**config.mk**
```make
export PLATFORM = sky130hd
export DESIGN_NAME = cec_tx_engine
export DESIGN_NICKNAME = d
export VERILOG_FILES = /design/src/rtl/cec_tx_pkg.sv /design/src/rtl/cec_tx_regs.sv /design/src/rtl/cec_tx_bitgen.sv /design/src/rtl/cec_tx_engine.sv
export SDC_FILE = /design/constraint.sdc
export NUM_CORES = 1
export LEC_CHECK = 0
export ABC_AREA = 1
export ABC_CLOCK_PERIOD_IN_PS = 2350
export BUFFER_PORTS_ARGS = -buffer_cell sky130_fd_sc_hd__buf_2
export CORE_MARGIN = 10
export CORE_UTILIZATION = 63
export CTS_CLUSTER_SIZE = 14
export DETAILED_ROUTE_END_ITERATION = 12
export HOLD_SLACK_MARGIN = 0.03
export PLACE_DENSITY = 0.89
export SYNTH_ARGS = -nofsm -noshare
export SYNTH_HDL_FRONTEND = slang
export SYNTH_SLANG_ARGS = --single-unit
export TNS_END_PERCENT = 30
```
**constraint.sdc**
```tcl
create_clock -name clk -period 2.35 [get_ports clk]
set_input_delay 0.1175 -clock clk [delete_from_list [all_inputs] [get_ports clk]]
set_output_delay 0.1175 -clock clk [all_outputs]
set_load 0.05 [all_outputs]
```
**src/rtl/cec_tx_pkg.sv**
```systemverilog
package cec_tx_pkg;

    typedef enum logic [1:0] {
        TXS_IDLE = 2'd0,
        TXS_BUSY = 2'd1,
        TXS_OK   = 2'd2,
        TXS_ERR  = 2'd3
    } txs_e;

    typedef enum logic [1:0] {
        TXC_NOP   = 2'd0,
        TXC_SEND  = 2'd1,
        TXC_ABORT = 2'd2,
        TXC_NEXT  = 2'd3
    } txc_e;

    typedef enum logic [1:0] {
        BK_START = 2'd0,
        BK_ONE   = 2'd1,
        BK_ZERO  = 2'd2,
        BK_ACK   = 2'd3
    } bk_e;

    typedef enum logic [1:0] {
        FR_IDLE = 2'd0,
        FR_FREE = 2'd1,
        FR_BIT  = 2'd2
    } fr_e;

    localparam logic [5:0] A_CMD     = 6'h20;
    localparam logic [5:0] A_LEN     = 6'h21;
    localparam logic [5:0] A_ICLR    = 6'h22;
    localparam logic [5:0] A_W_RETRY = 6'h28;
    localparam logic [5:0] A_W_NEWI  = 6'h29;
    localparam logic [5:0] A_W_NEXT  = 6'h2A;

endpackage

```
**src/rtl/cec_tx_regs.sv**
```systemverilog
module cec_tx_regs
    import cec_tx_pkg::*;
#(
    parameter int MSG_BYTES = 16,
    parameter int WAIT_W    = 11,
    parameter int RETRY_RST = 'h118,
    parameter int NEWI_RST  = 'h000,
    parameter int NEXT_RST  = 'h2AA,
    localparam int IDX_W    = $clog2(MSG_BYTES)
) (
    input  logic                           clk,
    input  logic                           rst_n,
    input  logic                           wr_en,
    input  logic [5:0]                     wr_addr,
    input  logic [WAIT_W-1:0]              wr_data,
    output logic [MSG_BYTES-1:0][7:0]      msg,
    output logic [IDX_W-1:0]               len,
    output logic [WAIT_W-1:0]              w_retry,
    output logic [WAIT_W-1:0]              w_newi,
    output logic [WAIT_W-1:0]              w_next,
    output logic                           cmd_stb,
    output txc_e                           cmd,
    output logic                           iclr_stb
);

    typedef struct packed {
        logic [MSG_BYTES-1:0][7:0] mem;
        logic [IDX_W-1:0]          len;
        logic [WAIT_W-1:0]         wr;
        logic [WAIT_W-1:0]         wn;
        logic [WAIT_W-1:0]         wx;
    } regs_t;

    regs_t r_d, r_q;

    always_comb begin
        r_d = r_q;
        if (wr_en) begin
            if (int'(wr_addr) < MSG_BYTES) begin
                r_d.mem[wr_addr[IDX_W-1:0]] = wr_data[7:0];
            end else begin
                case (wr_addr)
                    A_LEN:     r_d.len = wr_data[IDX_W-1:0];
                    A_W_RETRY: r_d.wr  = wr_data;
                    A_W_NEWI:  r_d.wn  = wr_data;
                    A_W_NEXT:  r_d.wx  = wr_data;
                    default: ;
                endcase
            end
        end
    end

    always_ff @(posedge clk) begin
        if (!rst_n) begin
            r_q    <= '0;
            r_q.wr <= WAIT_W'(RETRY_RST);
            r_q.wn <= WAIT_W'(NEWI_RST);
            r_q.wx <= WAIT_W'(NEXT_RST);
        end else begin
            r_q <= r_d;
        end
    end

    assign msg      = r_q.mem;
    assign len      = r_q.len;
    assign w_retry  = r_q.wr;
    assign w_newi   = r_q.wn;
    assign w_next   = r_q.wx;
    assign cmd_stb  = wr_en && (wr_addr == A_CMD);
    assign cmd      = txc_e'(wr_data[1:0]);
    assign iclr_stb = wr_en && (wr_addr == A_ICLR) && wr_data[0];

    // a length write lands in the length register on the next cycle
    a_r3_len_written: assert property (@(posedge clk) disable iff (!rst_n)
        (wr_en && wr_addr == A_LEN) |=> (len == $past(wr_data[IDX_W-1:0])));

endmodule

```
**src/rtl/cec_tx_bitgen.sv**
```systemverilog
module cec_tx_bitgen
    import cec_tx_pkg::*;
#(
    parameter int CNT_W    = 8,
    parameter int START_LO = 121,
    parameter int START_HI = 26,
    parameter int ONE_LO   = 20,
    parameter int ONE_HI   = 59,
    parameter int ZERO_LO  = 49,
    parameter int ZERO_HI  = 29,
    parameter int ACK_PT   = 15,
    parameter int CONT_PT  = 3
) (
    input  logic clk,
    input  logic rst_n,
    input  logic tick,
    input  logic go,
    input  bk_e  kind,
    input  logic abort,
    input  logic line_in,
    output logic drive_low,
    output logic done,
    output logic lost,
    output logic ack_low
);

    typedef struct packed {
        logic             active;
        logic             hi;
        bk_e              kind;
        logic [CNT_W-1:0] cnt;
        logic             done;
        logic             lost;
        logic             ack_low;
    } bit_t;

    bit_t s_d, s_q;
    logic [CNT_W-1:0] lo_len, hi_len, nxt;

    always_comb begin
        case (s_q.kind)
            BK_START: begin lo_len = CNT_W'(START_LO); hi_len = CNT_W'(START_HI); end
            BK_ZERO:  begin lo_len = CNT_W'(ZERO_LO);  hi_len = CNT_W'(ZERO_HI);  end
            default:  begin lo_len = CNT_W'(ONE_LO);   hi_len = CNT_W'(ONE_HI);   end
        endcase
        nxt = s_q.cnt + 1'b1;
        s_d      = s_q;
        s_d.done = 1'b0;
        s_d.lost = 1'b0;
        if (abort) begin
            s_d.active = 1'b0;
        end else if (!s_q.active) begin
            if (go) begin
                s_d.active  = 1'b1;
                s_d.hi      = 1'b0;
                s_d.kind    = kind;
                s_d.cnt     = '0;
                s_d.ack_low = 1'b0;
            end
        end else if (tick) begin
            if (!s_q.hi) begin
                if (nxt == lo_len) begin
                    s_d.hi  = 1'b1;
                    s_d.cnt = '0;
                end else begin
                    s_d.cnt = nxt;
                end
            end else begin
                s_d.cnt = nxt;
                if (s_q.kind == BK_ACK && nxt == CNT_W'(ACK_PT)) begin
                    s_d.ack_low = !line_in;
                end
                if (s_q.kind != BK_ACK && nxt == CNT_W'(CONT_PT) && !line_in) begin
                    s_d.active = 1'b0;
                    s_d.lost   = 1'b1;
                end else if (nxt == hi_len) begin
                    s_d.active = 1'b0;
                    s_d.done   = 1'b1;
                end
            end
        end
    end

    always_ff @(posedge clk) begin
        if (!rst_n) s_q <= '0;
        else        s_q <= s_d;
    end

    assign drive_low = s_q.active && !s_q.hi;
    assign done      = s_q.done;
    assign lost      = s_q.lost;
    assign ack_low   = s_q.ack_low;

    // an abort frees the line and yields no bit completion
    a_r9_abort_frees: assert property (@(posedge clk) disable iff (!rst_n)
        abort |=> (!drive_low && !done));

    // a lost contention leaves the line released
    a_r12_lost_released: assert property (@(posedge clk) disable iff (!rst_n)
        lost |-> !drive_low);

    // a bit ends either normally or by contention, never both
    a_r5_end_exclusive: assert property (@(posedge clk) disable iff (!rst_n)
        $onehot0({done, lost}));

endmodule

```
**src/rtl/cec_tx_engine.sv**
```systemverilog
module cec_tx_engine
    import cec_tx_pkg::*;
#(
    parameter int MSG_BYTES = 16,
    parameter int WAIT_W    = 11,
    parameter int RETRY_MAX = 2,
    localparam int IDX_W    = $clog2(MSG_BYTES),
    localparam int TRY_W    = $clog2(RETRY_MAX + 1)
) (
    input  logic              clk,
    input  logic              rst_n,
    input  logic              tick,
    input  logic              wr_en,
    input  logic [5:0]        wr_addr,
    input  logic [WAIT_W-1:0] wr_data,
    input  logic              line_in,
    output logic              line_drive_low,
    output logic [1:0]        tx_status,
    output logic              tx_irq
);

    localparam logic [3:0] ACK_POS = 4'd9;

    typedef struct packed {
        fr_e               fr;
        txs_e              st;
        logic              irq;
        logic [IDX_W-1:0]  byte_i;
        logic [3:0]        bit_i;
        logic              in_start;
        logic [WAIT_W-1:0] fcnt;
        logic [WAIT_W-1:0] flim;
        logic [TRY_W-1:0]  tries;
        logic              go;
        bk_e               kind;
    } eng_t;

    eng_t e_d, e_q;

    logic [MSG_BYTES-1:0][7:0] msg;
    logic [IDX_W-1:0]  len;
    logic [WAIT_W-1:0] w_retry, w_newi, w_next;
    logic cmd_stb, iclr_stb;
    txc_e cmd;
    logic done, lost, ack_low, bit_abort;
    logic fin, last, bcast, ack_ok;

    cec_tx_regs #(.MSG_BYTES(MSG_BYTES), .WAIT_W(WAIT_W)) u_regs (
        .clk(clk), .rst_n(rst_n), .wr_en(wr_en), .wr_addr(wr_addr),
        .wr_data(wr_data), .msg(msg), .len(len), .w_retry(w_retry),
        .w_newi(w_newi), .w_next(w_next), .cmd_stb(cmd_stb), .cmd(cmd),
        .iclr_stb(iclr_stb)
    );

    assign bit_abort = cmd_stb && (cmd != TXC_NOP);

    cec_tx_bitgen u_bit (
        .clk(clk), .rst_n(rst_n), .tick(tick), .go(e_q.go), .kind(e_q.kind),
        .abort(bit_abort), .line_in(line_in), .drive_low(line_drive_low),
        .done(done), .lost(lost), .ack_low(ack_low)
    );

    function automatic bk_e kind_of(logic [7:0] b, logic [3:0] pos, logic eom);
        if (!pos[3])              return b[~pos[2:0]] ? BK_ONE : BK_ZERO;
        else if (pos == 4'd8)     return eom ? BK_ONE : BK_ZERO;
        else                      return BK_ACK;
    endfunction

    always_comb begin
        e_d    = e_q;
        e_d.go = 1'b0;
        fin    = 1'b0;
        last   = (e_q.byte_i == len);
        bcast  = (msg[0][3:0] == 4'hF);
        ack_ok = bcast ? !ack_low : ack_low;
        if (iclr_stb) e_d.irq = 1'b0;
        if (bit_abort) begin
            e_d.in_start = 1'b0;
            if (cmd == TXC_ABORT) begin
                e_d.fr = FR_IDLE;
                e_d.st = TXS_IDLE;
            end else begin
                e_d.fr    = FR_FREE;
                e_d.st    = TXS_BUSY;
                e_d.fcnt  = '0;
                e_d.tries = '0;
                e_d.flim  = (cmd == TXC_SEND) ? w_newi : w_next;
            end
        end else begin
            case (e_q.fr)
                FR_FREE: begin
                    if (line_in && e_q.fcnt >= e_q.flim) begin
                        e_d.fr       = FR_BIT;
                        e_d.go       = 1'b1;
                        e_d.kind     = BK_START;
                        e_d.in_start = 1'b1;
                        e_d.byte_i   = '0;
                        e_d.bit_i    = '0;
                    end else if (!line_in) begin
                        e_d.fcnt = '0;
                    end else if (tick) begin
                        e_d.fcnt = e_q.fcnt + 1'b1;
                    end
                end
                FR_BIT: begin
                    if (lost) begin
                        if (int'(e_q.tries) + 1 >= RETRY_MAX) begin
                            e_d.fr = FR_IDLE;
                            e_d.st = TXS_ERR;
                            fin    = 1'b1;
                        end else begin
                            e_d.tries = e_q.tries + 1'b1;
                            e_d.fr    = FR_FREE;
                            e_d.fcnt  = '0;
                            e_d.flim  = w_retry;
                        end
                    end else if (done) begin
                        if (e_q.in_start) begin
                            e_d.in_start = 1'b0;
                            e_d.go       = 1'b1;
                            e_d.kind     = kind_of(msg[e_q.byte_i], 4'd0, last);
                        end else if (e_q.bit_i == ACK_POS) begin
                            if (!ack_ok) begin
                                e_d.fr = FR_IDLE;
                                e_d.st = TXS_ERR;
                                fin    = 1'b1;
                            end else if (last) begin
                                e_d.fr = FR_IDLE;
                                e_d.st = TXS_OK;
                                fin    = 1'b1;
                            end else begin
                                e_d.byte_i = e_q.byte_i + 1'b1;
                                e_d.bit_i  = '0;
                                e_d.go     = 1'b1;
                                e_d.kind   = kind_of(msg[e_d.byte_i], 4'd0, e_d.byte_i == len);
                            end
                        end else begin
                            e_d.bit_i = e_q.bit_i + 1'b1;
                            e_d.go    = 1'b1;
                            e_d.kind  = kind_of(msg[e_q.byte_i], e_d.bit_i, last);
                        end
                    end
                end
                default: ;
            endcase
        end
        if (fin) e_d.irq = 1'b1;
    end

    always_ff @(posedge clk) begin
        if (!rst_n) e_q <= '0;
        else        e_q <= e_d;
    end

    assign tx_status = e_q.st;
    assign tx_irq    = e_q.irq;

    // status reads busy whenever a frame is in progress
    a_r7_busy_in_frame: assert property (@(posedge clk) disable iff (!rst_n)
        (e_q.fr != FR_IDLE) |-> (tx_status == 2'd1));

    // interrupt stays set until a clear write
    a_r8_irq_sticky: assert property (@(posedge clk) disable iff (!rst_n)
        (tx_irq && !iclr_stb) |=> tx_irq);

    // a frame end always raises the interrupt, clear or not
    a_r8_set_wins: assert property (@(posedge clk) disable iff (!rst_n)
        fin |=> tx_irq);

    // a no-op command leaves an idle engine's status alone
    a_r10_nop_inert: assert property (@(posedge clk) disable iff (!rst_n)
        (cmd_stb && cmd == TXC_NOP && e_q.fr == FR_IDLE) |=> $stable(tx_status));

    // the line is never pulled during the signal-free wait
    a_r11_quiet_wait: assert property (@(posedge clk) disable iff (!rst_n)
        (e_q.fr == FR_FREE) |-> !line_drive_low);

endmodule

```
==> results of run 1 <==
==> layout by cell type (no fill, tap or decap), types with 16 or more instances in the layout <==
master,n
a211oi_1,20
a21oi_1,194
buf_2,24
buf_4,44
clkbuf_16,23
dfxtp_1,218
ha_1,21
inv_1,102
nand2_1,251
nand3_1,134
nor2_1,94
o21ai_0,185
xor2_1,16
==> final timing paths <==
| path | startpoint | endpoint | slack (ns) | depth (start not counted) |
|---|---|---|---|---|
| worst min register to register | tx_status[1] | tx_status[1] | 0.46 | 2 |
| worst min-delay path | wr_data[6] | u_regs.msg[110] | 0.14 | 4 |
| worst max register to register | e_q[32] | e_q[30] | 0.17 | 12 |
| worst max-delay path | e_q[32] | e_q[30] | 0.17 | 12 |
==> stage by stage <==
| stage | power [mW] | hold slack [ns] | cells |
|---|---|---|---|
| 6_report | 9.33 | 0.137 | 1703 |
| 5_1_grt | 9.70 | 0.158 | 1703 |
| 4_1_cts | 9.27 | 0.108 | 1702 |
| 3_5_place_dp | 5.46 | 0.397 | 1655 |
| 3_3_place_gp | 5.42 | 0.388 | 1655 |
| 2_1_floorplan | 5.03 | 0.286 | 1455 |
==> layer usage <==
metal / share of wire [%] / global-route usage, %
met1: 43 / 32.3
met2: 46 / 40.0
met3: 7.9 / 4.61
met4: 3.0 / 9.03
met5: 0 / 0
==> worst register-to-register path, delay by kind of cell, from the launching register on <==
kind	cells	cell delay (ns)
compound gates	2	0.43
xor+xnor	1	0.17
buf+inv	3	0.40
flops	1	0.43
simple gates	6	0.69
==> cells by family (layout without fill, tap and decap cells) <==
family / Yosys count / after routing / share of synthesized area (%)
buf+inv: 208 / 235 / 7.89
xor+xnor: 19 / 19 / 1.59
compound gates: 448 / 448 / 22.8
simple gates: 527 / 528 / 21.7
mux: 11 / 11 / 1.18
flops: 221 / 221 / 42.3
fa+ha+maj: 21 / 21 / 2.51
==> sequential cells by signal (all words and copies together), names as in the netlist <==
register	flops
e_q	38
tx_irq	1
tx_status	2
u_bit.ack_low	1
u_bit.done	1
u_bit.lost	1
u_bit.s_q	12
u_regs.len	4
u_regs.msg	128
u_regs.w_newi	11
u_regs.w_next	11
u_regs.w_retry	11
==> power by group <==
group	internal [mW]	leakage, nW	switching [mW]	total, mW
logic	0.529	2.50	1.09	1.62
clock network	2.35	0.397	1.47	3.82
registers	3.82	1.78	0.0697	3.89
==> layout make-up <==
cell class / instances / share of cell area [%]
clock buffers: 34 / 5.82
clock inverters: 7 / 0.964
inverters: 114 / 3.62
multi-input cells: 1027 / 44.6
flip-flops and latches: 221 / 37.5
well taps: 220 / 2.33
repair buffers: 80 / 5.19
==> timing repair <==
item                                    CTS  global route
hold buffers                              6             0
resized for setup                         0            19
endpoints found under the hold margin    16             0
endpoints found under the setup margin    0            25
==> results.cfg, run 1 <==
[clock_tree]
ctsLongestPathBuffers = 3
clk_latency_ns = 0.52
cts_tree = built
clk_pin_slew_ns = 0.07
cts_sinks = 221
ctsHtreeMaxLevel = 1
cts_buffers = 23
post_cts_buffers = 0
root_buffer = clkbuf_16

[pwr]
p_leak_nw = 4.68
powerDensity_nw_per_um2 = 790
irDropWorstVdd_mv = 0.660

[place]
place_ws_ns = 0.106
portBuffers = 25
finalWeightedCongestion = 0.946
placed_cell_area_sq_um = 10900
post-dp-hpwl_microns = 17800

[setup_path]
crit_fanout = 13
path_cells = buf_4 > xor2_1 > nor2_1 > nand2_1 > inv_1 > nor2_1 > nor2_1 > a211oi_1 > nand2_2 > inv_1 > nand3_1 > a21oi_1
cp_top_family = simple AND/OR/NAND/NOR gates
crit_path_end_kind = register
cp_slowest_cell = dfxtp_2
startpoint_type = register
cp.arrival_ns = 2.63
crit_top_cell = nor2_1
slowest_delay_ns = 0.43
cp.required_ns = 2.80
worst-path-buf-inv = 3
path_class = register to register

[yosys]
async_flop_share_pct = 0
netlist_area_sq_um = 10500
synth-seq-cells = 221
yosysUniqueCellTypes = 41
ys.flop_type = dfxtp_1
yosys_warnings = 0
yosysTopAreaCell = dfxtp_1
synth-seq-area-share_pct = 42.3
synth_nets = 1498
yosys-top-cells-count = nand2_1, dfxtp_1, a21oi_1, o21ai_0, nand3_1
synth.area.top_cells = dfxtp_1, a21oi_1, nand2_1, o21ai_0, nand3_1
synth_area_per_cell_sq_um = 7.19
synthCells = 1455
synth_most_common_cell = nand2_1
synth_edf_count = 0
netlist.area_leader.share_pct = 42.3

[floorplanning]
start_util_pct = 63.8
dieArea_sq_um = 22200
core-area_sq_um = 16400
die_x_microns = 149
die_h_microns = 149
rows = 47
io_pins = 26

[sta]
tightestPinTransition_ns = 0.860
hold_viol = 0
skew_ns = 0.0200
rsz0062_at_grt = true
finalCritPeriodShare_pct = 92.9
timing.final.ws_setup_ns = 0.166
setup_violations = 0
fin_crit_ns = 2.18
report.final.slew_viol_count = 0
max_freq_mhz = 458
max-slew-margin-rel_pct = 42.6
tns_ns = 0

[layout]
num_antenna_cells = 0
final_util_pct = 72.0
regArea_sq_um = 4430
n_fill_cell = 1270
multi_input_area_sq_um = 5270
drive_above_1_share_pct = 9.98
final_nets = 1510
finalInstanceArea_sq_um = 11800
syn_to_final_growth_pct = 12.9

[global_route]
grt-ovfl-total = 0
grt_pass1_wl_microns = 47000
grt_pass1_vias = 9708
grt_use_total_pct = 24.7
grt_antenna_before_repair = 0
grt_max_degree = 137

[hold_path]
hold_path.class = input pin to register

[route]
wirelength_microns = 28100
postRouteAntennaNets = 0
viasPerCell = 6.02
firstDrtPassIters = 5
drcViolationCount = 0
wl_per_cell_microns = 16.5
dr.first_iter.drc_count = 1048
vias = 10300

[status]
outcome = finished, final reports clean

[run]
drv_cap = 0
Power figures use the tool's default switching activity.
==> run 2: changes to the inputs <==
--- a/config.mk
+++ b/config.mk
@@ -8,6 +8,7 @@
 export ABC_AREA = 1
 export ABC_CLOCK_PERIOD_IN_PS = 2350
 export BUFFER_PORTS_ARGS = -buffer_cell sky130_fd_sc_hd__buf_2
+export CORE_ASPECT_RATIO = 0.6
 export CORE_MARGIN = 10
 export CORE_UTILIZATION = 63
 export CTS_CLUSTER_SIZE = 14
==> results.cfg, run 2 (synthesized netlist as in run 1, its figures left out) <==
[status]
outcome = finished, final reports clean

[global_route]
grt-ovfl-total = 0
grt_pass1_wl_microns = 47400
grt_max_degree = 109
grt_antenna_before_repair = 1
grt_pass1_vias = 9583
grt_use_total_pct = 24.7

[layout]
n_fill_cell = 1245
num_antenna_cells = 0
largest_reg_flops = 128
finalInstanceArea_sq_um = 11700
final_nets = 1513
layout_commonest_cell = nand2_1
syn_to_final_growth_pct = 12.2
stdcell_count = 1708
drive_above_1_share_pct = 10.7
final_cell_mix = nand2_1, dfxtp_1, a21oi_1
final_util_pct = 72.2

[hold_path]
hold_path.class = input pin to register
hold_depth = 6
min_from = wr_data[1]
hold_path_end = e_q[39]

[setup_path]
startpoint_type = register
reg2regPathDepth = 14
crit_fanout = 4
cp.required_ns = 2.73
r2r-start = e_q[7]
cp.arrival_ns = 2.63
reg2reg_to = e_q[25]
crit_path_end_kind = register
r2r_slack_ns = 0.1
path_class = register to register

[pwr]
p_total_mw = 8.84
p_int_mw = 6.16
p_leak_nw = 4.61
p_switching_mw = 2.69
p_seq_share_pct = 44.0
swShare_pct = 30.4
irDropWorstVdd_mv = 0.635
p_clk_share_pct = 36.1
p_comb_share_pct = 19.9
powerDensity_nw_per_um2 = 753

[floorplanning]
start_util_pct = 64.3
die_x_microns = 186
io_pins = 26
dieArea_sq_um = 22300
rows = 36
die_h_microns = 120
core-area_sq_um = 16300

[route]
firstDrtPassIters = 7
vias = 10500
wirelength_microns = 29600
viasPerCell = 6.14
wl_per_cell_microns = 17.4
drcViolationCount = 0
dr.first_iter.drc_count = 1530
postRouteAntennaNets = 0

[sta]
tns_ns = 0
tightestPinTransition_ns = 0.950
hold_viol = 0
setup_violations = 0
timing.final.ws_setup_ns = 0.0956
fin_crit_ns = 2.25
max_freq_mhz = 444
max-slew-margin-rel_pct = 36.6
rsz0062_at_grt = true
skew_ns = 0.0109
finalCritPeriodShare_pct = 95.9
timing.hold.ws_ns = 0.150
report.final.slew_viol_count = 0

[clock_tree]
ctsHtreeMaxLevel = 1
root_buffer = clkbuf_16
cts_sinks = 221
cts_tree = built
cts_buffers = 21
clk_pin_slew_ns = 0.07
ctsLongestPathBuffers = 3
clk_latency_ns = 0.51

[place]
placed_cell_area_sq_um = 10900
dpl.cell_count = 1665
place_ws_ns = -0.0694
finalWeightedCongestion = 0.979
portBuffers = 25
post-dp-hpwl_microns = 18900

[run]
drv_cap = 0
## run 2: cell types whose count changed in the layout (fill, tap and decap cells not counted), moves of 3 or more
cell and delta:
o21ai_1 -3, dfxtp_1 -5, clkbuf_8 -3, bufinv_16 -3, dfxtp_2 +3, buf_4 +4
## run 2: how the worst max path moves through the flow
stage                      start  slack (ns)  cells after the start            end
global placement          e_q[6]        0.07                     15        e_q[20]
global route        u_bit.s_q[3]       -0.04                     10  u_bit.ack_low
CTS                       e_q[6]        0.03                     14        e_q[24]
detailed placement        e_q[6]       -0.07                     15        e_q[20]
finish                    e_q[7]         0.1                     14        e_q[25]
floorplan                 e_q[6]        0.28                     15        e_q[24]
## run 2: worst max-delay path, cell delays in order (launching register included)
cell and delay [ns]:
dfxtp_2 0.34, inv_2 0.04, ha_4 0.26, inv_2 0.05
o31ai_4 0.22, a31oi_1 0.12, o21ai_1 0.16, nand2_1 0.08
nand2_2 0.12, nand2_4 0.08, o21ai_2 0.15, nand2_2 0.13
buf_2 0.22, nand3_1 0.08, a21oi_1 0.06
## run 2: power by group through the flow
stage / clock network [mW] / registers (mW) / logic [mW]
3_5_place_dp: 0 / 3.96 / 1.54
3_3_place_gp: 0 / 3.96 / 1.51
4_1_cts: 3.20 / 3.88 / 1.58
5_1_grt: 3.36 / 3.89 / 1.89
2_1_floorplan: 0 / 3.94 / 1.09
6_report: 3.19 / 3.89 / 1.76
## run 2: final cells by class
type | instances | area [sq um] | share of cell area (%)
Multi-Input combinational cell | 1027 | 5310 | 45.2
Sequential cell | 221 | 4440 | 37.8
Timing Repair Buffer | 85 | 653 | 5.57
Clock buffer | 29 | 596 | 5.08
Inverter | 114 | 430 | 3.67
Tap cell | 228 | 285 | 2.43
Clock inverter | 4 | 26.3 | 0.224
## run 2: timing repair
action,CTS,global route
pin swaps,0,7
endpoints found under the setup margin,15,22
resized for setup,4,32
hold buffers,6,0
setup buffers,0,1
gates cloned,0,3
endpoints found under the hold margin,34,0
## run 2: routing by layer
metal	vias to the layer above	track usage, %	wire length [microns]
met5	-	0	11
met4	2	5.92	595
met3	79	6.22	3210
met2	576	37.8	12700
met1	4841	34.2	13200
li1	4985	-	-
